`config.mk`:
```
export PLATFORM = sky130hd
export DESIGN_NAME = sram_seq_ctrl
export DESIGN_NICKNAME = d
export VERILOG_FILES = /design/src/rtl/sram_seq_pkg.sv /design/src/rtl/sram_seq_fsm.sv /design/src/rtl/sram_seq_dp.sv /design/src/rtl/sram_seq_ctrl.sv
export SDC_FILE = /design/constraint.sdc
export NUM_CORES = 1
export LEC_CHECK = 0
export BUFFER_PORTS_ARGS = -buffer_cell sky130_fd_sc_hd__buf_2
export CORE_MARGIN = 1
export CORE_UTILIZATION = 44
export CTS_CLUSTER_DIAMETER = 200
export DETAILED_ROUTE_END_ITERATION = 16
export GPL_TIMING_DRIVEN = 0
export PLACE_DENSITY = 0.76
export SYNTH_ARGS = -nofsm -noshare
export SYNTH_HDL_FRONTEND = slang
export SYNTH_SLANG_ARGS = --single-unit
export TNS_END_PERCENT = 30
```
`constraint.sdc`:
```
create_clock -name clk -period 2.1 [get_ports clk]
set_input_delay 0.42 -clock clk [delete_from_list [all_inputs] [get_ports clk]]
set_output_delay 0.42 -clock clk [all_outputs]
set_load 0.03 [all_outputs]
```
`src/rtl/sram_seq_pkg.sv`:
```
package sram_seq_pkg;

  localparam int LANES  = 2;
  localparam int LANE_W = 8;
  localparam int WORD_W = LANES * LANE_W;

  typedef enum logic [2:0] {
    ST_INIT,
    ST_IDLE,
    ST_RD_WAIT,
    ST_RD_CAP,
    ST_WR_SETUP,
    ST_WR_PULSE,
    ST_WR_REC,
    ST_TURN
  } seqState_t;

  // strobes from the sequencer to the datapath
  typedef struct packed {
    logic accept;    // latch the request this cycle
    logic selAct;    // chip selected
    logic readAct;   // output enable asserted
    logic writeAct;  // write strobe window
    logic driveAct;  // write data on the bus
    logic capture;   // sample read data and status
  } seqStrobe_t;

  // nanoseconds to clock cycles, rounded up, at least one
  function automatic int nsToCycles(input int ns, input int clkNs);
    int c;
    c = (ns + clkNs - 1) / clkNs;
    return (c < 1) ? 1 : c;
  endfunction

endpackage

```
`src/rtl/sram_seq_fsm.sv`:
```
module sram_seq_fsm
  import sram_seq_pkg::*;
#(
  parameter int INIT_CYC = 7500,
  parameter int RD_CYC   = 1,
  parameter int PW_CYC   = 1,
  parameter int REC_CYC  = 1,
  parameter int TURN_CYC = 1
) (
  input  logic       clk,
  input  logic       rstN,
  input  logic       reqValid,
  input  logic       reqWrite,
  output logic       reqReady,
  output seqStrobe_t stb
);

  localparam int MAX_A = (INIT_CYC > RD_CYC) ? INIT_CYC : RD_CYC;
  localparam int MAX_B = (PW_CYC > REC_CYC) ? PW_CYC : REC_CYC;
  localparam int MAX_C = (MAX_A > MAX_B) ? MAX_A : MAX_B;
  localparam int MAX_L = (MAX_C > TURN_CYC) ? MAX_C : TURN_CYC;
  localparam int TW    = $clog2(MAX_L + 1);

  seqState_t state, nextState;
  logic [TW-1:0] tmr, loadVal;
  logic lastRead;
  logic tmrDone;

  assign tmrDone = (tmr == '0);

  always_comb begin
    nextState = state;
    loadVal   = '0;
    unique case (state)
      ST_INIT: if (tmrDone) nextState = ST_IDLE;
      ST_IDLE: begin
        if (reqValid) begin
          if (!reqWrite) begin
            nextState = ST_RD_WAIT;
            loadVal   = TW'(RD_CYC - 1);
          end else if (lastRead) begin
            nextState = ST_TURN;
            loadVal   = TW'(TURN_CYC - 1);
          end else begin
            nextState = ST_WR_SETUP;
          end
        end
      end
      ST_RD_WAIT: if (tmrDone) nextState = ST_RD_CAP;
      ST_RD_CAP:  nextState = ST_IDLE;
      ST_TURN:    if (tmrDone) nextState = ST_WR_SETUP;
      ST_WR_SETUP: begin
        nextState = ST_WR_PULSE;
        loadVal   = TW'(PW_CYC - 1);
      end
      ST_WR_PULSE: begin
        if (tmrDone) begin
          nextState = ST_WR_REC;
          loadVal   = TW'(REC_CYC - 1);
        end
      end
      ST_WR_REC: if (tmrDone) nextState = ST_IDLE;
      default:   nextState = ST_IDLE;
    endcase
  end

  always_ff @(posedge clk or negedge rstN) begin
    if (!rstN) begin
      state    <= ST_INIT;
      tmr      <= TW'(INIT_CYC - 1);
      lastRead <= 1'b0;
    end else begin
      state <= nextState;
      if (state != nextState) begin
        tmr <= loadVal;
      end else if (!tmrDone) begin
        tmr <= tmr - TW'(1);
      end
      if (nextState == ST_RD_WAIT && state == ST_IDLE) begin
        lastRead <= 1'b1;
      end else if (nextState == ST_WR_SETUP) begin
        lastRead <= 1'b0;
      end
    end
  end

  always_comb begin
    reqReady     = (state == ST_IDLE);
    stb.accept   = (state == ST_IDLE) && reqValid;
    stb.readAct  = (state == ST_RD_WAIT) || (state == ST_RD_CAP);
    stb.writeAct = (state == ST_WR_PULSE);
    stb.driveAct = (state == ST_WR_SETUP) || (state == ST_WR_PULSE) ||
                   (state == ST_WR_REC);
    stb.selAct   = stb.readAct || (state == ST_WR_SETUP) ||
                   (state == ST_WR_PULSE);
    stb.capture  = (state == ST_RD_CAP);
  end

endmodule

```
`src/rtl/sram_seq_dp.sv`:
```
module sram_seq_dp
  import sram_seq_pkg::*;
#(
  parameter int ADDR_W = 19
) (
  input  logic              clk,
  input  logic              rstN,
  input  seqStrobe_t        stb,
  input  logic [ADDR_W-1:0] reqAddr,
  input  logic [WORD_W-1:0] reqWdata,
  input  logic [LANES-1:0]  reqBe,
  output logic [ADDR_W-1:0] sramAddr,
  output logic              sramCsN,
  output logic              sramWeN,
  output logic              sramOeN,
  output logic              sramUbN,
  output logic              sramLbN,
  output logic [WORD_W-1:0] sramDout,
  output logic              sramDoutEn,
  input  logic [WORD_W-1:0] sramDin,
  input  logic              sramErrSingle,
  input  logic              sramErrMulti,
  output logic              rspValid,
  output logic [WORD_W-1:0] rspRdata,
  output logic              rspErrSingle,
  output logic              rspErrMulti
);

  logic [ADDR_W-1:0] addrQ;
  logic [WORD_W-1:0] dataQ;
  logic [LANES-1:0]  beQ;
  logic [WORD_W-1:0] laneMask;
  logic [LANES-1:0]  laneSelN;

  always_ff @(posedge clk or negedge rstN) begin
    if (!rstN) begin
      addrQ <= '0;
      dataQ <= '0;
      beQ   <= '0;
    end else if (stb.accept) begin
      addrQ <= reqAddr;
      dataQ <= reqWdata;
      beQ   <= reqBe;
    end
  end

  for (genvar g = 0; g < LANES; g++) begin : g_lane
    assign laneMask[g*LANE_W +: LANE_W] = {LANE_W{beQ[g]}};
    assign laneSelN[g] = !(stb.selAct && beQ[g]);
  end

  assign sramAddr   = addrQ;
  assign sramCsN    = !stb.selAct;
  assign sramOeN    = !stb.readAct;
  assign sramWeN    = !(stb.writeAct && (|beQ));
  assign sramLbN    = laneSelN[0];
  assign sramUbN    = laneSelN[1];
  assign sramDout   = dataQ;
  assign sramDoutEn = stb.driveAct;

  always_ff @(posedge clk or negedge rstN) begin
    if (!rstN) begin
      rspValid     <= 1'b0;
      rspRdata     <= '0;
      rspErrSingle <= 1'b0;
      rspErrMulti  <= 1'b0;
    end else begin
      rspValid <= stb.capture;
      if (stb.capture) begin
        rspRdata     <= sramDin & laneMask;
        rspErrSingle <= sramErrSingle;
        rspErrMulti  <= sramErrMulti;
      end
    end
  end

endmodule

```
`src/rtl/sram_seq_ctrl.sv`:
```
module sram_seq_ctrl
  import sram_seq_pkg::*;
#(
  parameter int ADDR_W    = 19,
  parameter int CLK_NS    = 20,
  parameter int T_INIT_NS = 150000,
  parameter int T_AA_NS   = 10,
  parameter int T_RC_NS   = 10,
  parameter int T_PWE_NS  = 8,
  parameter int T_SD_NS   = 6,
  parameter int T_HZ_NS   = 5
) (
  input  logic              clk,
  input  logic              rstN,
  input  logic              reqValid,
  output logic              reqReady,
  input  logic              reqWrite,
  input  logic [ADDR_W-1:0] reqAddr,
  input  logic [15:0]       reqWdata,
  input  logic [1:0]        reqBe,
  output logic              rspValid,
  output logic [15:0]       rspRdata,
  output logic              rspErrSingle,
  output logic              rspErrMulti,
  output logic [ADDR_W-1:0] sramAddr,
  output logic              sramCsN,
  output logic              sramWeN,
  output logic              sramOeN,
  output logic              sramUbN,
  output logic              sramLbN,
  output logic [15:0]       sramDout,
  output logic              sramDoutEn,
  input  logic [15:0]       sramDin,
  input  logic              sramErrSingle,
  input  logic              sramErrMulti
);

  localparam int INIT_CYC = nsToCycles(T_INIT_NS, CLK_NS);
  localparam int AA_CYC   = nsToCycles(T_AA_NS, CLK_NS);
  localparam int RC_CYC   = nsToCycles(T_RC_NS, CLK_NS);
  localparam int PWE_CYC  = nsToCycles(T_PWE_NS, CLK_NS);
  localparam int SD_CYC   = nsToCycles(T_SD_NS, CLK_NS);
  localparam int TURN_CYC = nsToCycles(T_HZ_NS, CLK_NS);
  localparam int RD_CYC   = (AA_CYC > RC_CYC) ? AA_CYC : RC_CYC;
  localparam int PW_CYC   = (PWE_CYC > SD_CYC) ? PWE_CYC : SD_CYC;
  localparam int REC_CYC  = (RC_CYC > PW_CYC + 1) ? (RC_CYC - PW_CYC - 1) : 1;

  seqStrobe_t stb;

  sram_seq_fsm #(
    .INIT_CYC (INIT_CYC),
    .RD_CYC   (RD_CYC),
    .PW_CYC   (PW_CYC),
    .REC_CYC  (REC_CYC),
    .TURN_CYC (TURN_CYC)
  ) u_fsm (
    .clk      (clk),
    .rstN     (rstN),
    .reqValid (reqValid),
    .reqWrite (reqWrite),
    .reqReady (reqReady),
    .stb      (stb)
  );

  sram_seq_dp #(
    .ADDR_W (ADDR_W)
  ) u_dp (
    .clk           (clk),
    .rstN          (rstN),
    .stb           (stb),
    .reqAddr       (reqAddr),
    .reqWdata      (reqWdata),
    .reqBe         (reqBe),
    .sramAddr      (sramAddr),
    .sramCsN       (sramCsN),
    .sramWeN       (sramWeN),
    .sramOeN       (sramOeN),
    .sramUbN       (sramUbN),
    .sramLbN       (sramLbN),
    .sramDout      (sramDout),
    .sramDoutEn    (sramDoutEn),
    .sramDin       (sramDin),
    .sramErrSingle (sramErrSingle),
    .sramErrMulti  (sramErrMulti),
    .rspValid      (rspValid),
    .rspRdata      (rspRdata),
    .rspErrSingle  (rspErrSingle),
    .rspErrMulti   (rspErrMulti)
  );

endmodule

```
==> impl_metrics.yaml <==
yosys:
  synth_top_cell_by_area: "dfrtp_1"
  postSynthAreaPerCell_sq_um: 11.4
  ys_seq_area_frac: 0.585
  synth_adder_area_share: 0.00398
  synthSimpleGateAreaFrac: 0.146
  synth_top_cell_area_share: 0.518
  yosys_warnings: 0
  synth_ff_type: "dfrtp_1"
  ys_types: 42
  synth.mux.area_fraction: 0.143
  synth_top_family_by_area: "simple AND/OR/NAND/NOR gates"
  synth_seq_cells: 73
  netlist_area_sq_um: 3140
  synth_xor_xnor_area_share: 0.0112
  synth-edff-count: 0
  synth_compound_area_frac: 0.0821
  async_flop_share: 1.00
  synth_cells: 275
  syn_nets: 335
  yosys-top-cells-area: "dfrtp_1, mux2_2, dfstp_2"
sta:
  whs_ns: 0.185
  min_period_ns: 2.04
  hold_violations: 0
  setup_viol: 0
  worst_pin_slew_ns: 0.900
  rsz0062_at_grt: "false"
  fin_ws_ns: 0.0570
  relSlewSlack: 0.400
  final.setup.tns_ns: 0
  clock_skew_ns: 0.0101
  min_period_over_period: 0.973
  final_max_slew_viol_count: 0
  fmax_mhz: 489
placement:
  hpwl_microns: 4910
  gp_congestion: 0.797
  preCtsSetupSlack_ns: -0.154
  place_inst: 490
  port_buffers: 119
  post_dp_cell_area_sq_um: 3860
clock_tree:
  clkTransAtPathRegs_ns: 0.09
  clock_latency_ns: 0.34
  cts_hold_buf: 0
  cts_made_buffers: 9
  cts_root_buf: "clkbuf_8"
  cts_max_path_buffers: 2
  numClockSinks: 73
  cts_tree: "done"
  htreeDepth: 3
final_layout:
  drive_gt1_frac: 0.500
  final_core_utilization: 0.607
  final_cell_mix: "buf_2, dfrtp_1, nand2_1, mux2_2, o21ai_0"
  syn_to_final_growth_pct: 32.1
  nets: 469
  stdcell_count: 510
  final_common_cell: "buf_2"
  fin_area_sq_um: 4150
  diodes: 0
global_routing:
  grt_max_degree: 74
  grt_pass1_wl_microns: 11400
  gr-usage-met1: 0.246
  grt_pass1_vias: 2517
  gr-max-usage-layer: "met2"
  grtUsageMet3: 0.0457
  use_met2: 0.330
  grt.total_usage: 0.197
  overflow: 0
  antenna_found_initial: 0
flow_run:
  cap_violations: 0
routing:
  final_antenna_net_count: 0
  wirelength_microns: 6920
  drt-initial-drc-count: 152
  dr.pass1.iters: 4
  num_vias: 2540
  drc: 0
  viasPerCell: 4.98
  drt-wirelength-per-cell_microns: 13.6
floorplan:
  die_width_microns: 86.5
  ios: 120
  die_area_sq_um: 7480
  fp.dieH_microns: 86.5
  rows: 30
  core_sq_um: 6830
  initial_core_util: 0.460
setup_path:
  worstSetupPathType: "flop to flop"
  critPathArrivalTime_ns: 2.32
  endpoint_kind: "flop"
  path_max_fanout: 7
  timing.rr.start: "u_fsm.tmr[4]$_DFFE_PN0P_"
  startpoint_type: "flop"
  crit_required_ns: 2.38
  rr_endpoint: "u_fsm.lastRead$_DFFE_PN0P_"
  worstRegToRegCells: 5
  ff2ff_setup_slack_ns: 0.06
power_and_ir_drop:
  vdd_drop_max_mv: 0.818
  power_density_nw_per_um2: 1630
  p_leak_nw: 2.03
  p_total_mw: 6.75
run_status:
  status: "finished clean"
worst_hold_path:
  hold_path.class: "input port to asynchronous set/reset pin"
==> per-layer routing <==
layer | wire length, microns | part of all wire
met1 | 3000 | 0.43
met2 | 3490 | 0.50
met3 | 324 | 0.047
met4 | 108 | 0.016
met5 | 0 | 0
==> synthesized netlist by cell type, types with 3 or more instances <==
cell type and instances:
nor2b_1 3, nand2_1 47, clkbuf_1 9, xor2_1 3, a21oi_1 9, o21ai_0 19, nand2b_1 5, inv_1 7
nor2_1 15, nor3_1 4, buf_2 4, mux2_2 39, dfstp_2 8, dfrtp_1 65, or3_1 8
==> sequential cells by signal (all words and copies together) (netlist names) <==
signal and flops:
u_dp.sramAddr 19, u_dp.rspRdata 16, u_dp.sramDout 16, u_fsm.tmr 13
u_fsm.state 3, u_dp.beQ 2, u_dp.rspErrMulti 1, u_dp.rspErrSingle 1
u_dp.rspValid 1, u_fsm.lastRead 1
==> how the worst max path moves through the flow <==
stage                                        start                         end  slack (ns)  cells after the start
final                     u_fsm.tmr[4]$_DFFE_PN0P_  u_fsm.lastRead$_DFFE_PN0P_        0.06                      5
after global routing      u_fsm.tmr[0]$_DFFE_PN1P_  u_fsm.lastRead$_DFFE_PN0P_       0.004                      7
after CTS                 u_fsm.tmr[0]$_DFFE_PN1P_    u_fsm.tmr[4]$_DFFE_PN0P_       0.008                      9
after detailed placement  u_fsm.tmr[0]$_DFFE_PN1P_    u_fsm.tmr[4]$_DFFE_PN0P_       -0.15                      9
after global placement    u_fsm.tmr[0]$_DFFE_PN1P_    u_fsm.tmr[7]$_DFFE_PN0P_       -0.12                      9
after floorplan           u_fsm.tmr[0]$_DFFE_PN1P_    u_fsm.tmr[9]$_DFFE_PN0P_        0.02                      9
==> logic make-up after synthesis <==
group,Yosys count
AO/OA/AOI/OAI,42
adder cells (fa/ha/maj),1
buffers and inverters,21
multiplexers,40
AND/OR/NAND/NOR,94
XOR/XNOR,4
flip-flops,73
==> layout make-up <==
type / count / area (sq um)
sequential: 73 / 1840
clock inverter: 6 / 67.6
fill: 588 / 2680
tap: 96 / 120
inverter: 7 / 26.3
clock buffer: 10 / 128
multi-input combinational: 181 / 1250
timing repair buffer: 126 / 651
buffer: 11 / 72.6
==> critical path, cell delays in order, from the launching register on <==
cell and delay [ns]:
dfrtp_2 0.45, or4_4 0.53, or3_1 0.43, mux2i_1 0.16
o32a_1 0.34, nand2_1 0.07
==> what timing repair did <==
action | 4_1_cts | 5_1_grt
gates resized for setup | 7 | 11
pin swaps | 2 | 3
gates cloned | 1 | 0
setup buffers | 5 | 1
endpoints found under the setup margin | 16 | 47
hold endpoints to repair | 0 | 0
==> where the power goes <==
group / total, mW / internal [mW] / switching [mW]
Clock: 1.09 / 0.553 / 0.538
Combinational: 3.14 / 1.10 / 2.03
Sequential: 2.52 / 2.10 / 0.415
(Power assumes the default switching activity.)
